===== src/rtl/msd_pkg.sv =====
package msd_pkg;

  typedef enum logic [2:0] {
    ST_IDLE  = 3'd0,
    ST_LOAD  = 3'd1,
    ST_WAIT  = 3'd2,
    ST_CLEAR = 3'd3,
    ST_FIN   = 3'd4
  } msd_state_e;

endpackage


===== src/rtl/msd_segment_plan.sv =====
module msd_segment_plan #(
  parameter int MS_W         = 16,
  parameter int CNT_W        = 24,
  parameter int TICKS_PER_MS = 120000,
  parameter int CHUNK_MS     = 50
) (
  input  logic [MS_W-1:0]  owed_ms,
  output logic [MS_W-1:0]  owed_next,
  output logic [CNT_W-1:0] seg_ticks
);

  localparam logic [MS_W-1:0]  CHUNK_M = MS_W'(CHUNK_MS);
  localparam logic [CNT_W-1:0] TPM_C   = CNT_W'(TICKS_PER_MS);

  logic            last_seg;
  logic [MS_W-1:0] seg_ms;

  always_comb begin
    // Final segment when what is owed fits in one chunk
    last_seg  = (owed_ms <= CHUNK_M);
    seg_ms    = last_seg ? owed_ms : CHUNK_M;
    owed_next = last_seg ? '0 : (owed_ms - CHUNK_M);
    seg_ticks = CNT_W'(seg_ms) * TPM_C;
  end

endmodule


===== src/rtl/msd_tick_counter.sv =====
module msd_tick_counter #(
  parameter int CNT_W = 24
) (
  input  logic             clk,
  input  logic             rst_n,
  input  logic             load_en,
  input  logic [CNT_W-1:0] load_val,
  input  logic             clear_en,
  input  logic             run_en,
  output logic [CNT_W-1:0] cnt,
  output logic             expired
);

  localparam logic [CNT_W-1:0] ONE = CNT_W'(1);

  logic [CNT_W-1:0] cnt_d;
  logic             exp_d;

  always_comb begin
    cnt_d = cnt;
    exp_d = expired;
    if (clear_en) begin
      cnt_d = '0;
      exp_d = 1'b0;
    end else if (load_en) begin
      cnt_d = load_val;
      exp_d = 1'b0;
    end else if (run_en && (cnt != '0)) begin
      cnt_d = cnt - ONE;
      if (cnt == ONE) exp_d = 1'b1;
    end
  end

  always_ff @(posedge clk or negedge rst_n) begin
    if (!rst_n) begin
      cnt     <= '0;
      expired <= 1'b0;
    end else begin
      cnt     <= cnt_d;
      expired <= exp_d;
    end
  end

endmodule


===== src/rtl/msd_ctrl.sv =====
module msd_ctrl
  import msd_pkg::*;
#(
  parameter int MS_W = 16
) (
  input  logic            clk,
  input  logic            rst_n,
  input  logic            start,
  input  logic [MS_W-1:0] req_ms,
  input  logic [MS_W-1:0] owed_next,
  input  logic            expired,
  input  logic            cnt_zero,
  output logic [MS_W-1:0] owed_ms,
  output logic            seg_load,
  output logic            seg_clear,
  output logic            seg_run,
  output logic            done
);

  msd_state_e      state_q, state_d;
  logic [MS_W-1:0] owed_d;

  always_comb begin
    state_d = state_q;
    owed_d  = owed_ms;
    unique case (state_q)
      ST_IDLE: begin
        if (start) begin
          owed_d  = req_ms;
          state_d = (req_ms == '0) ? ST_FIN : ST_LOAD;
        end
      end
      ST_LOAD: begin
        owed_d  = owed_next;
        state_d = ST_WAIT;
      end
      ST_WAIT: begin
        if (expired && cnt_zero) state_d = ST_CLEAR;
      end
      ST_CLEAR: begin
        state_d = (owed_ms == '0) ? ST_FIN : ST_LOAD;
      end
      ST_FIN: begin
        state_d = ST_IDLE;
      end
      default: begin
        state_d = ST_IDLE;
      end
    endcase
  end

  always_ff @(posedge clk or negedge rst_n) begin
    if (!rst_n) begin
      state_q <= ST_IDLE;
      owed_ms <= '0;
    end else begin
      state_q <= state_d;
      owed_ms <= owed_d;
    end
  end

  assign seg_load  = (state_q == ST_LOAD);
  assign seg_clear = (state_q == ST_CLEAR);
  assign seg_run   = (state_q == ST_WAIT);
  assign done      = (state_q == ST_FIN);

endmodule


===== src/rtl/ms_delay_chunker.sv =====
module ms_delay_chunker #(
  parameter int MS_W         = 16,
  parameter int CNT_W        = 24,
  parameter int TICKS_PER_MS = 120000,
  parameter int CHUNK_MS     = 50
) (
  input  logic            clk,
  input  logic            rst_n,
  input  logic            start,
  input  logic [MS_W-1:0] delay_ms,
  output logic            done
);

  localparam int CHUNK_TICKS = CHUNK_MS * TICKS_PER_MS;

  // Reset: asserted asynchronously, released through two flops
  logic rst_meta_n, rst_q_n;

  always_ff @(posedge clk or negedge rst_n) begin
    if (!rst_n) begin
      rst_meta_n <= 1'b0;
      rst_q_n    <= 1'b0;
    end else begin
      rst_meta_n <= 1'b1;
      rst_q_n    <= rst_meta_n;
    end
  end

  logic [MS_W-1:0]  rem_ms, rem_next;
  logic [CNT_W-1:0] seg_ticks, tick_cnt;
  logic             seg_load, seg_clear, seg_run, tick_expired;

  msd_segment_plan #(
    .MS_W(MS_W), .CNT_W(CNT_W),
    .TICKS_PER_MS(TICKS_PER_MS), .CHUNK_MS(CHUNK_MS)
  ) u_plan (
    .owed_ms  (rem_ms),
    .owed_next(rem_next),
    .seg_ticks(seg_ticks)
  );

  msd_tick_counter #(.CNT_W(CNT_W)) u_cnt (
    .clk     (clk),
    .rst_n   (rst_q_n),
    .load_en (seg_load),
    .load_val(seg_ticks),
    .clear_en(seg_clear),
    .run_en  (seg_run),
    .cnt     (tick_cnt),
    .expired (tick_expired)
  );

  msd_ctrl #(.MS_W(MS_W)) u_ctrl (
    .clk      (clk),
    .rst_n    (rst_q_n),
    .start    (start),
    .req_ms   (delay_ms),
    .owed_next(rem_next),
    .expired  (tick_expired),
    .cnt_zero (tick_cnt == '0),
    .owed_ms  (rem_ms),
    .seg_load (seg_load),
    .seg_clear(seg_clear),
    .seg_run  (seg_run),
    .done     (done)
  );

endmodule


===== config.mk =====
export PLATFORM = sky130hd
export DESIGN_NAME = ms_delay_chunker
export DESIGN_NICKNAME = d
export VERILOG_FILES = /design/src/rtl/msd_pkg.sv /design/src/rtl/msd_segment_plan.sv /design/src/rtl/msd_tick_counter.sv /design/src/rtl/msd_ctrl.sv /design/src/rtl/ms_delay_chunker.sv
export SDC_FILE = /design/constraint.sdc
export NUM_CORES = 1
export LEC_CHECK = 0
export ABC_CLOCK_PERIOD_IN_PS = 1700
export BUFFER_PORTS_ARGS = -buffer_cell sky130_fd_sc_hd__buf_2
export CAP_MARGIN = 20
export CORE_ASPECT_RATIO = 1.1
export CORE_MARGIN = 5
export CORE_UTILIZATION = 55
export CTS_BUF_LIST = sky130_fd_sc_hd__clkbuf_4 sky130_fd_sc_hd__clkbuf_8 sky130_fd_sc_hd__clkbuf_16
export CTS_CLUSTER_DIAMETER = 50
export DETAILED_ROUTE_END_ITERATION = 7
export HOLD_SLACK_MARGIN = 0.08
export PLACE_DENSITY = 0.78
export SLEW_MARGIN = 20
export SYNTH_ARGS = -nofsm -noshare
export SYNTH_HDL_FRONTEND = slang
export SYNTH_HIERARCHICAL = 1
export SYNTH_SLANG_ARGS = --single-unit

===== constraint.sdc =====
create_clock -name clk -period 1.7 [get_ports clk]
set_input_delay 0.34 -clock clk [delete_from_list [all_inputs] [get_ports clk]]
set_output_delay 0.34 -clock clk [all_outputs]
set_load 0.005 [all_outputs]

==> results of run 1 <==
==> cells by family (layout without fill, tap and decap cells) <==
group / after synthesis / in the layout / share of synthesized area [%]
AND/OR/NAND/NOR: 181 / 181 / 17.54
AO/OA/AOI/OAI: 136 / 136 / 17.47
buffers and inverters: 119 / 296 / 10.44
adder cells (fa/ha/maj): 87 / 87 / 25.76
flip-flops: 46 / 46 / 21.01
XOR/XNOR: 28 / 28 / 4.476
multiplexers: 17 / 17 / 3.106
other: 3 / 45 / 0.2055
==> final cells by class <==
cell class	instances	share of cell area, %
Inverter	91	4.281
Timing Repair Buffer	197	19.54
Clock buffer	5	0.8410
Clock inverter	3	0.2905
Tap cell	120	1.835
Multi-Input combinational cell	494	59.13
Sequential cell	46	14.08
==> per-stage QoR <==
stage                     TNS, ns  hold slack [ns]  worst slack [ns]
after floorplan            -44.60          0.04441            -3.578
after global placement     -53.56           0.1238            -3.926
after detailed placement   -56.41           0.1272            -4.106
after CTS                  -55.80           0.2356            -4.057
after global routing       -67.65           0.2681            -4.728
final                      -65.53           0.2250            -4.611
==> worst paths after layout <==
| kind | slack (ns) | start | end | cells after the start |
|---|---|---|---|---|
| worst max-delay path | -4.61 | u_ctrl/owed_ms[13] | u_cnt/cnt[23] | 21 |
| worst max register to register | -4.61 | u_ctrl/owed_ms[13] | u_cnt/cnt[23] | 21 |
| min in group clk | 0.32 | delay_ms[14] | u_ctrl/owed_ms[14] | 3 |
| worst min-delay path | 0.23 | rst_q_n | u_ctrl/state_q[1] | 0 |
| max in group asynchronous | 0.94 | rst_q_n | u_cnt/cnt[22] | 1 |
| worst min register to register | 0.23 | rst_q_n | u_ctrl/state_q[1] | 0 |
==> flip-flops by register name (all words and copies together), names as in the netlist <==
register	flops
u_cnt/cnt	24
u_ctrl/owed_ms	16
u_ctrl/state_q	3
rst_meta_n	1
rst_q_n	1
u_cnt/expired	1
==> power groups by stage <==
stage | combinational, mW | sequential, mW | clock, mW
2_1_floorplan | 7.22 | 2.07 | 0
3_3_place_gp | 11.0 | 1.88 | 0
3_5_place_dp | 11.5 | 1.91 | 0
4_1_cts | 12.9 | 1.93 | 0.743
5_1_grt | 16.5 | 2.05 | 0.807
6_report | 15.8 | 2.01 | 0.773
==> repair_timing <==
item	4_1_cts	5_1_grt
gates cloned	1	0
pin swaps	54	86
hold buffers	1	0
hold endpoints to repair	2	0
gates resized for setup	99	102
setup buffers	11	24
setup endpoints to repair	43	43
==> placed cells by master, fill, tap and decap left out, drive strengths merged, types with 5 or more instances in the layout <==
cell type / n
conb: 45
o311ai: 11
clkbuf: 5
and3: 5
nand3: 6
nor2: 48
fa: 43
nor4: 23
inv: 90
and2: 7
nor3: 14
a21oi: 28
o31ai: 6
or4: 6
xor2: 9
xnor2: 19
a21o: 6
mux2i: 17
or3: 8
buf: 196
nand2b: 5
nand4: 8
o21ai: 43
dfrtp: 46
a31oi: 5
ha: 44
nand2: 41
==> metal layers <==
| layer | global-route usage (%) | vias to the layer above | wire, µm |
|---|---|---|---|
| met5 | 0 | - | 0 |
| met4 | 17.73 | 0 | 2081 |
| met3 | 4.174 | 171 | 1998 |
| met2 | 53.74 | 503 | 11360 |
| met1 | 34.21 | 2954 | 7755 |
| li1 | - | 2525 | - |
==> worst max-delay path, cell delays in order (launching register included) <==
cell	delay [ns]
dfrtp_1	0.43
nor4_4	0.36
nand2b_1	0.18
nor3_2	0.23
buf_6	0.18
nand2_4	0.07
fa_1	0.56
xnor2_1	0.15
ha_2	0.32
fa_1	0.55
inv_1	0.05
fa_1	0.45
fa_1	0.55
inv_2	0.10
ha_4	0.18
or3_4	0.38
a221oi_4	0.30
o31ai_4	0.13
a311oi_2	0.52
xnor2_1	0.23
nor2_1	0.08
a311oi_1	0.19
==> summary.log, run 1 <==
qor: route.drt_drc_violations_left 0
qor: yosys.syn-instance-count 617
qor: cells_and_area.multiInputGateArea 4838 µm²
qor: cts.htree_levels 2
qor: placement.port-buffer-count 19
qor: power_and_ir_drop.power_switching 9.434 mW
qor: power_and_ir_drop.cellPowerDensity 2272 nW/µm²
qor: cells_and_area.utilization_after_layout 83.55%
qor: power_and_ir_drop.netSwitchingFraction 50.74%
qor: cells_and_area.num-fill-cells 470
qor: yosys.yosysSeqAreaShare 21.01%
qor: sta.worst_slack -4.611 ns
qor: placement.post_dp_cell_area 6999 µm²
qor: route.antenna_violating_nets_post_route 0
qor: sta.clock_skew 0.03570 ns
qor: die.count_of_standard_cell_rows 38
qor: cts.cts.clk_slew.worst_paths 0.10 ns
qor: route.drt-pass1-iter-count 5
qor: route.wire_length_reported_by_the_detailed_router 23200 µm
qor: route.violation_count_after_the_first_detailed_route_iteration 639
qor: cts.cts.sinks 46
qor: critical_path.arrival 6.53 ns
qor: yosys.synth_cell_area 5479 µm²
qor: yosys.area_share_of_the_leading_cell_type_in_the_synthesized_netlist 21.01%
qor: power_and_ir_drop.power.sequential.fraction 10.8%
qor: yosys.async_reset_ff_share 100.0%
qor: cells_and_area.area.growth.synth_to_final 49.35%
qor: critical_path.path_class reg -> reg
qor: die.effective_utilization_at_floorplan 55.94%
qor: sta.timing.final.crit_period 6.311 ns
qor: route.routed-via-count 6153
qor: power_and_ir_drop.cellLeakagePower 3.692 nW
qor: placement.gp_routability_congestion 0.8974
qor: power_and_ir_drop.comb_power_share 85.0%
qor: yosys.netlist.top_cell.by_area dfrtp_1
qor: cells_and_area.layout.cells.non_filler 956
qor: cells_and_area.layout.cell_area.non_filler 8183 µm²
qor: cells_and_area.area.sequential 1152 µm²
qor: die.boundaryPins 20
qor: cts.cts_buffers 5
qor: sta.timing.final.hold_violations 0
qor: route.vias_per_cell 6.436
qor: critical_path.cp_max_fo 6
qor: cts.maximum_number_of_buffers_from_clock_root_to_sink 2
qor: sta.rsz0062_at_grt yes
qor: hold_path.hold_path_class reg -> async
qor: grt.via_count_of_the_first_global_routing_pass 6040
qor: die.die_area 12060 µm²
qor: critical_path.cp.required 1.92 ns
qor: power_and_ir_drop.clockPowerShare 4.2%
qor: grt.grt.overflow.total 0
qor: yosys.post_synth.cell_area_avg 8.880 µm²
qor: sta.slew_headroom 61.04%
qor: cells_and_area.nets 941
qor: yosys.netlist_top_cells_area dfrtp_1 (21%), fa_1 (16%), ha_1 (10%)
qor: grt.grt_antenna_before_repair 0
qor: yosys.post_synth_num_cell_types 77
qor: cts.root_driver clkbuf_8
qor: grt.largest_net_degree_at_the_start_of_global_routing 33
qor: cts.clkLatencyLatePin 0.34 ns
qor: cells_and_area.layout-drive-gt1-share 45.22%
qor: sta.post-route-period-util 371.2%
qor: placement.dp_hpwl 11730 µm
qor: placement.post_placement_cell_count 920
qor: yosys.synth.ff_latch_count 46
qor: power_and_ir_drop.total_power 18.59 mW
qor: grt.grt_first_pass_wirelength 29260 µm
qor: cells_and_area.num_antenna_cells 0
qor: grt.grt.total_usage 30.11%
qor: yosys.yosys.cell_count.top_type inv_1
qor: yosys.synth_warnings 6
qor: die.dieHeight 114.7 µm
qor: sta.finalSetupViolations 43
qor: die.floorplan.core_area 9794 µm²
qor: cts.cts_tree yes
qor: critical_path.end_kind register
qor: sta.slew_viol_final 0
qor: critical_path.critPathLaunchType register
qor: sta.achievable-frequency 0.1585 GHz
qor: run_status.failing_checks setup timing
qor: power_and_ir_drop.cellInternalPower 9.158 mW
qor: power_and_ir_drop.irDropWorstVdd 2268 µV
qor: run_status.run_status finished with violations
qor: route.avgRoutedWirePerCell 24.27 µm
qor: yosys.synth_enable_flop_cells 0
qor: sta.tightestPinTransition 0.5803 ns
qor: die.die_w 105.2 µm
qor: flow_run.total_of_max_cap_violations 0
qor: yosys.ys_top_cells_by_count inv_1 (89), nor2_1 (47), dfrtp_1 (46)
qor: yosys.main_flop_type_after_synthesis dfrtp_1
No activity file was read; power rests on OpenSTA's default activity.
==> inputs of run 2 (changes only) <==
--- a/config.mk
+++ b/config.mk
@@ -5,7 +5,7 @@
 export SDC_FILE = /design/constraint.sdc
 export NUM_CORES = 1
 export LEC_CHECK = 0
-export ABC_CLOCK_PERIOD_IN_PS = 1700
+export ABC_CLOCK_PERIOD_IN_PS = 5310
 export BUFFER_PORTS_ARGS = -buffer_cell sky130_fd_sc_hd__buf_2
 export CAP_MARGIN = 20
 export CORE_ASPECT_RATIO = 1.1
@@ -14,8 +14,9 @@
 export CTS_BUF_LIST = sky130_fd_sc_hd__clkbuf_4 sky130_fd_sc_hd__clkbuf_8 sky130_fd_sc_hd__clkbuf_16
 export CTS_CLUSTER_DIAMETER = 50
 export DETAILED_ROUTE_END_ITERATION = 7
+export GPL_TIMING_DRIVEN = 0
 export HOLD_SLACK_MARGIN = 0.08
-export PLACE_DENSITY = 0.78
+export PLACE_DENSITY_LB_ADDON = 0.12
 export SLEW_MARGIN = 20
 export SYNTH_ARGS = -nofsm -noshare
 export SYNTH_HDL_FRONTEND = slang
==> constraint.sdc (replaced) <==
create_clock -name clk -period 5.31 [get_ports clk]
set_input_delay 1.062 -clock clk [delete_from_list [all_inputs] [get_ports clk]]
set_output_delay 1.062 -clock clk [all_outputs]
set_load 0.005 [all_outputs]
==> run 2 against run 1 <==
Net effect: the run still ends with setup timing left; non-clock buffer count is 132 lower; largest cell class unchanged; largest power group unchanged; final cell count is 14% lower; highest routed layer unchanged; clock skew is 0.026 ns lower; maximum frequency is 9.4% higher; clock power is 58% lower; flip-flop and latch count stayed put.
==> summary.log, run 2 (synthesized netlist as in run 1, its figures left out) <==
qor: run_status.run_status finished with violations [unchanged]
qor: run_status.failing_checks setup timing [unchanged]
qor: route.drt_drc_violations_left 0 [unchanged]
qor: sta.clock_skew 0.009258 ns [was 0.03570 ns]
qor: cells_and_area.most-common-layout-cells inv_1 (83), nor2_1 (47), conb_1 (45) [was buf_4 (142), inv_1 (66), dfrtp_1 (45), conb_1 (45)]
qor: grt.via_count_of_the_first_global_routing_pass 4610 [was 6040]
qor: die.boundaryPins 20 [unchanged]
qor: power_and_ir_drop.power.sequential.fraction 17.3% [was 10.8%]
qor: critical_path.cp_max_fo 6 [unchanged]
qor: placement.port-buffer-count 19 [unchanged]
qor: sta.slew_viol_final 0 [unchanged]
qor: critical_path.path_cells nor4_4 > nand2b_1 > nor3_4 > buf_6 > nand2b_4 > fa_1 > fa_1 > fa_1 > inv_1 > fa_1 > fa_1 > inv_1 > ha_1 > and3_4 > a221o_1 > a31oi_2 > xnor2_2 > a21oi_2 > o21ai_2 [was nor4_4 > nand2b_1 > nor3_2 > buf_6 > nand2_4 > fa_1 > xnor2_1 > ha_2 > fa_1 > inv_1 > fa_1 > fa_1 > inv_2 > ha_4 > or3_4 > a221oi_4 > o31ai_4 > a311oi_2 > xnor2_1 > nor2_1 > a311oi_1]
qor: power_and_ir_drop.irDropWorstVdd 883.9 µV [was 2268 µV]
qor: flow_run.total_of_max_cap_violations 0 [unchanged]
qor: route.wire_length_reported_by_the_detailed_router 12950 µm [was 23200 µm]
qor: route.antenna_violating_nets_post_route 0 [unchanged]
qor: sta.tightestPinTransition 0.8561 ns [was 0.5803 ns]
qor: cells_and_area.layout.cell_area.non_filler 6436 µm² [was 8183 µm²]
qor: sta.achievable-frequency 0.1733 GHz [was 0.1585 GHz]
qor: cells_and_area.most_common_cell_after_layout_fill_and_taps_aside inv_1 [was buf_4]
qor: route.violation_count_after_the_first_detailed_route_iteration 275 [was 639]
qor: sta.post-route-period-util 108.7% [was 371.2%]
qor: cells_and_area.area.sequential 1160 µm² [was 1152 µm²]
qor: placement.post_dp_cell_area 5989 µm² [was 6999 µm²]
qor: cells_and_area.num_antenna_cells 0 [unchanged]
qor: die.effective_utilization_at_floorplan 55.94% [unchanged]
qor: route.vias_per_cell 5.646 [was 6.436]
qor: critical_path.end_kind register [unchanged]
qor: sta.worst_slack -0.4595 ns [was -4.611 ns]
qor: placement.post_placement_cell_count 799 [was 920]
qor: cells_and_area.largest_registers u_cnt/cnt (24), u_ctrl/owed_ms (16), u_ctrl/state_q (3) [unchanged]
qor: die.die_w 105.2 µm [unchanged]
qor: cells_and_area.layout.cells.non_filler 824 [was 956]
qor: critical_path.cell_type_group_with_the_largest_total_delay_on_the_critical_path adder cells [unchanged]
qor: power_and_ir_drop.cellLeakagePower 2.967 nW [was 3.692 nW]
qor: sta.totalNegativeSetupSlack -2.453 ns [was -65.53 ns]
qor: hold_path.hold_path_class reg -> async [unchanged]
qor: route.avgRoutedWirePerCell 15.71 µm [was 24.27 µm]
qor: die.die_area 12060 µm² [unchanged]
qor: grt.grt_first_pass_wirelength 21750 µm [was 29260 µm]
qor: placement.gp_routability_congestion 0.8678 [was 0.8974]
qor: cts.cts.clk_slew.worst_paths 0.10 ns [about the same]
qor: power_and_ir_drop.clockPowerShare 7.7% [was 4.2%]
qor: critical_path.path_class reg -> reg [unchanged]
qor: sta.timing.final.hold_violations 0 [unchanged]
qor: cells_and_area.num-fill-cells 837 [was 470]
qor: sta.finalSetupViolations 7 [was 43]
qor: cells_and_area.nets 809 [was 941]
qor: power_and_ir_drop.power_switching 2.124 mW [was 9.434 mW]
qor: die.floorplan.core_area 9794 µm² [unchanged]
qor: cts.cts.sinks 46 [unchanged]
qor: power_and_ir_drop.cellInternalPower 2.113 mW [was 9.158 mW]
qor: route.routed-via-count 4652 [was 6153]
qor: sta.slew_headroom 42.40% [was 61.04%]
qor: die.dieHeight 114.7 µm [unchanged]
qor: cts.root_driver clkbuf_8 [unchanged]
qor: die.count_of_standard_cell_rows 38 [unchanged]
qor: grt.grt.total_usage 22.21% [was 30.11%]
qor: cts.clkLatencyLatePin 0.32 ns [was 0.34 ns]
qor: critical_path.cp.required 5.56 ns [was 1.92 ns]
qor: power_and_ir_drop.netSwitchingFraction 50.14% [was 50.74%]
qor: placement.dp_hpwl 9954 µm [was 11730 µm]
qor: power_and_ir_drop.total_power 4.237 mW [was 18.59 mW]
qor: cts.htree_levels 2 [unchanged]
qor: critical_path.cpMaxStageDelayCell fa_1 [unchanged]
qor: cells_and_area.regMostFlops u_cnt/cnt [unchanged]
qor: cts.maximum_number_of_buffers_from_clock_root_to_sink 2 [unchanged]
qor: grt.largest_net_degree_at_the_start_of_global_routing 28 [was 33]
qor: critical_path.cp_slowest_stage_delay 0.56 ns [about the same]
qor: critical_path.critPathLaunchType register [unchanged]
qor: cells_and_area.largest_register_ffs 24 [unchanged]
qor: cells_and_area.area.growth.synth_to_final 17.47% [was 49.35%]
qor: grt.grt.overflow.total 0 [unchanged]
qor: sta.timing.final.crit_period 5.770 ns [was 6.311 ns]
qor: cts.cts_tree yes [unchanged]
qor: critical_path.worstPathBufferInverterCount 3 [unchanged]
qor: cells_and_area.layout-drive-gt1-share 20.31% [was 45.22%]
qor: critical_path.timing.critical_path.mode_cell fa_1 [unchanged]
qor: power_and_ir_drop.cellPowerDensity 658.3 nW/µm² [was 2272 nW/µm²]
qor: grt.grt_antenna_before_repair 0 [unchanged]
qor: route.drt-pass1-iter-count 5 [unchanged]
qor: sta.rsz0062_at_grt yes [unchanged]
qor: critical_path.arrival 6.02 ns [was 6.53 ns]
qor: cts.cts_buffers 5 [unchanged]
qor: cells_and_area.multiInputGateArea 4135 µm² [was 4838 µm²]
qor: power_and_ir_drop.comb_power_share 75.0% [was 85.0%]
==> run 2: cell types whose count changed in the layout (fill, tap and decap cells not counted), sizes merged <==
cell	previous run	this run
bufinv	0	2
clkinvlp	3	1
inv	90	89
clkbuf	5	11
buf	196	59
clkinv	1	2
dlygate4sd3	1	0
==> run 2: power groups by stage <==
stage	sequential (mW)	combinational (mW)	clock, mW
finish	0.734	3.18	0.325
floorplan	0.661	2.22	0
global route	0.758	3.50	0.349
global placement	0.709	2.73	0
detailed placement	0.717	2.81	0
CTS	0.720	3.00	0.331
==> run 2: path summary, 6_finish.rpt <==
kind / depth (start not counted) / start / end / slack, ns
min in group clk: 0 / rst_meta_n / rst_q_n / 0.37
max: 19 / u_ctrl/owed_ms[11] / u_cnt/cnt[22] / -0.46
max reg2reg: 19 / u_ctrl/owed_ms[11] / u_cnt/cnt[22] / -0.46
min: 0 / rst_q_n / u_ctrl/owed_ms[12] / 0.33
max in group asynchronous: 1 / rst_q_n / u_ctrl/owed_ms[8] / 4.44
min reg2reg: 0 / rst_q_n / u_ctrl/owed_ms[12] / 0.33
==> run 2: routing by layer <==
layer,vias up,track usage (%),wire length (µm)
met3,21,2.820,533
met2,120,38.58,6652
li1,2276,-,-
met4,0,6.991,194
met5,-,0,0
met1,2235,28.87,5568
==> run 2: metrics by stage <==
step                setup slack (ns)  util (%)  hold slack (ns)
finish                       -0.4595     65.71           0.3293
detailed placement           -0.8063     61.15           0.3455
CTS                          -0.5294     64.64           0.3528
global placement             -0.7115     60.86           0.3415
global route                 -0.7368     65.71           0.3858
floorplan                   0.007810         -           0.3312
==> run 2: layout make-up <==
cell class              instances  share of cell area [%]
well taps                     120                   2.333
multi-input cells             494                   64.25
plain buffers                  27                   3.791
inverters                      91                   5.404
flip-flops and latches         46                   18.02
clock buffers                   5                   1.069
repair buffers                 38                   4.063
clock inverters                 3                   1.069
==> run 2: repair_timing <==
| action | CTS | global route |
|---|---|---|
| endpoints found under the setup margin | 8 | 8 |
| hold buffers | 0 | 0 |
| resized for setup | 26 | 18 |
| setup buffers | 13 | 5 |
| pin swaps | 20 | 14 |
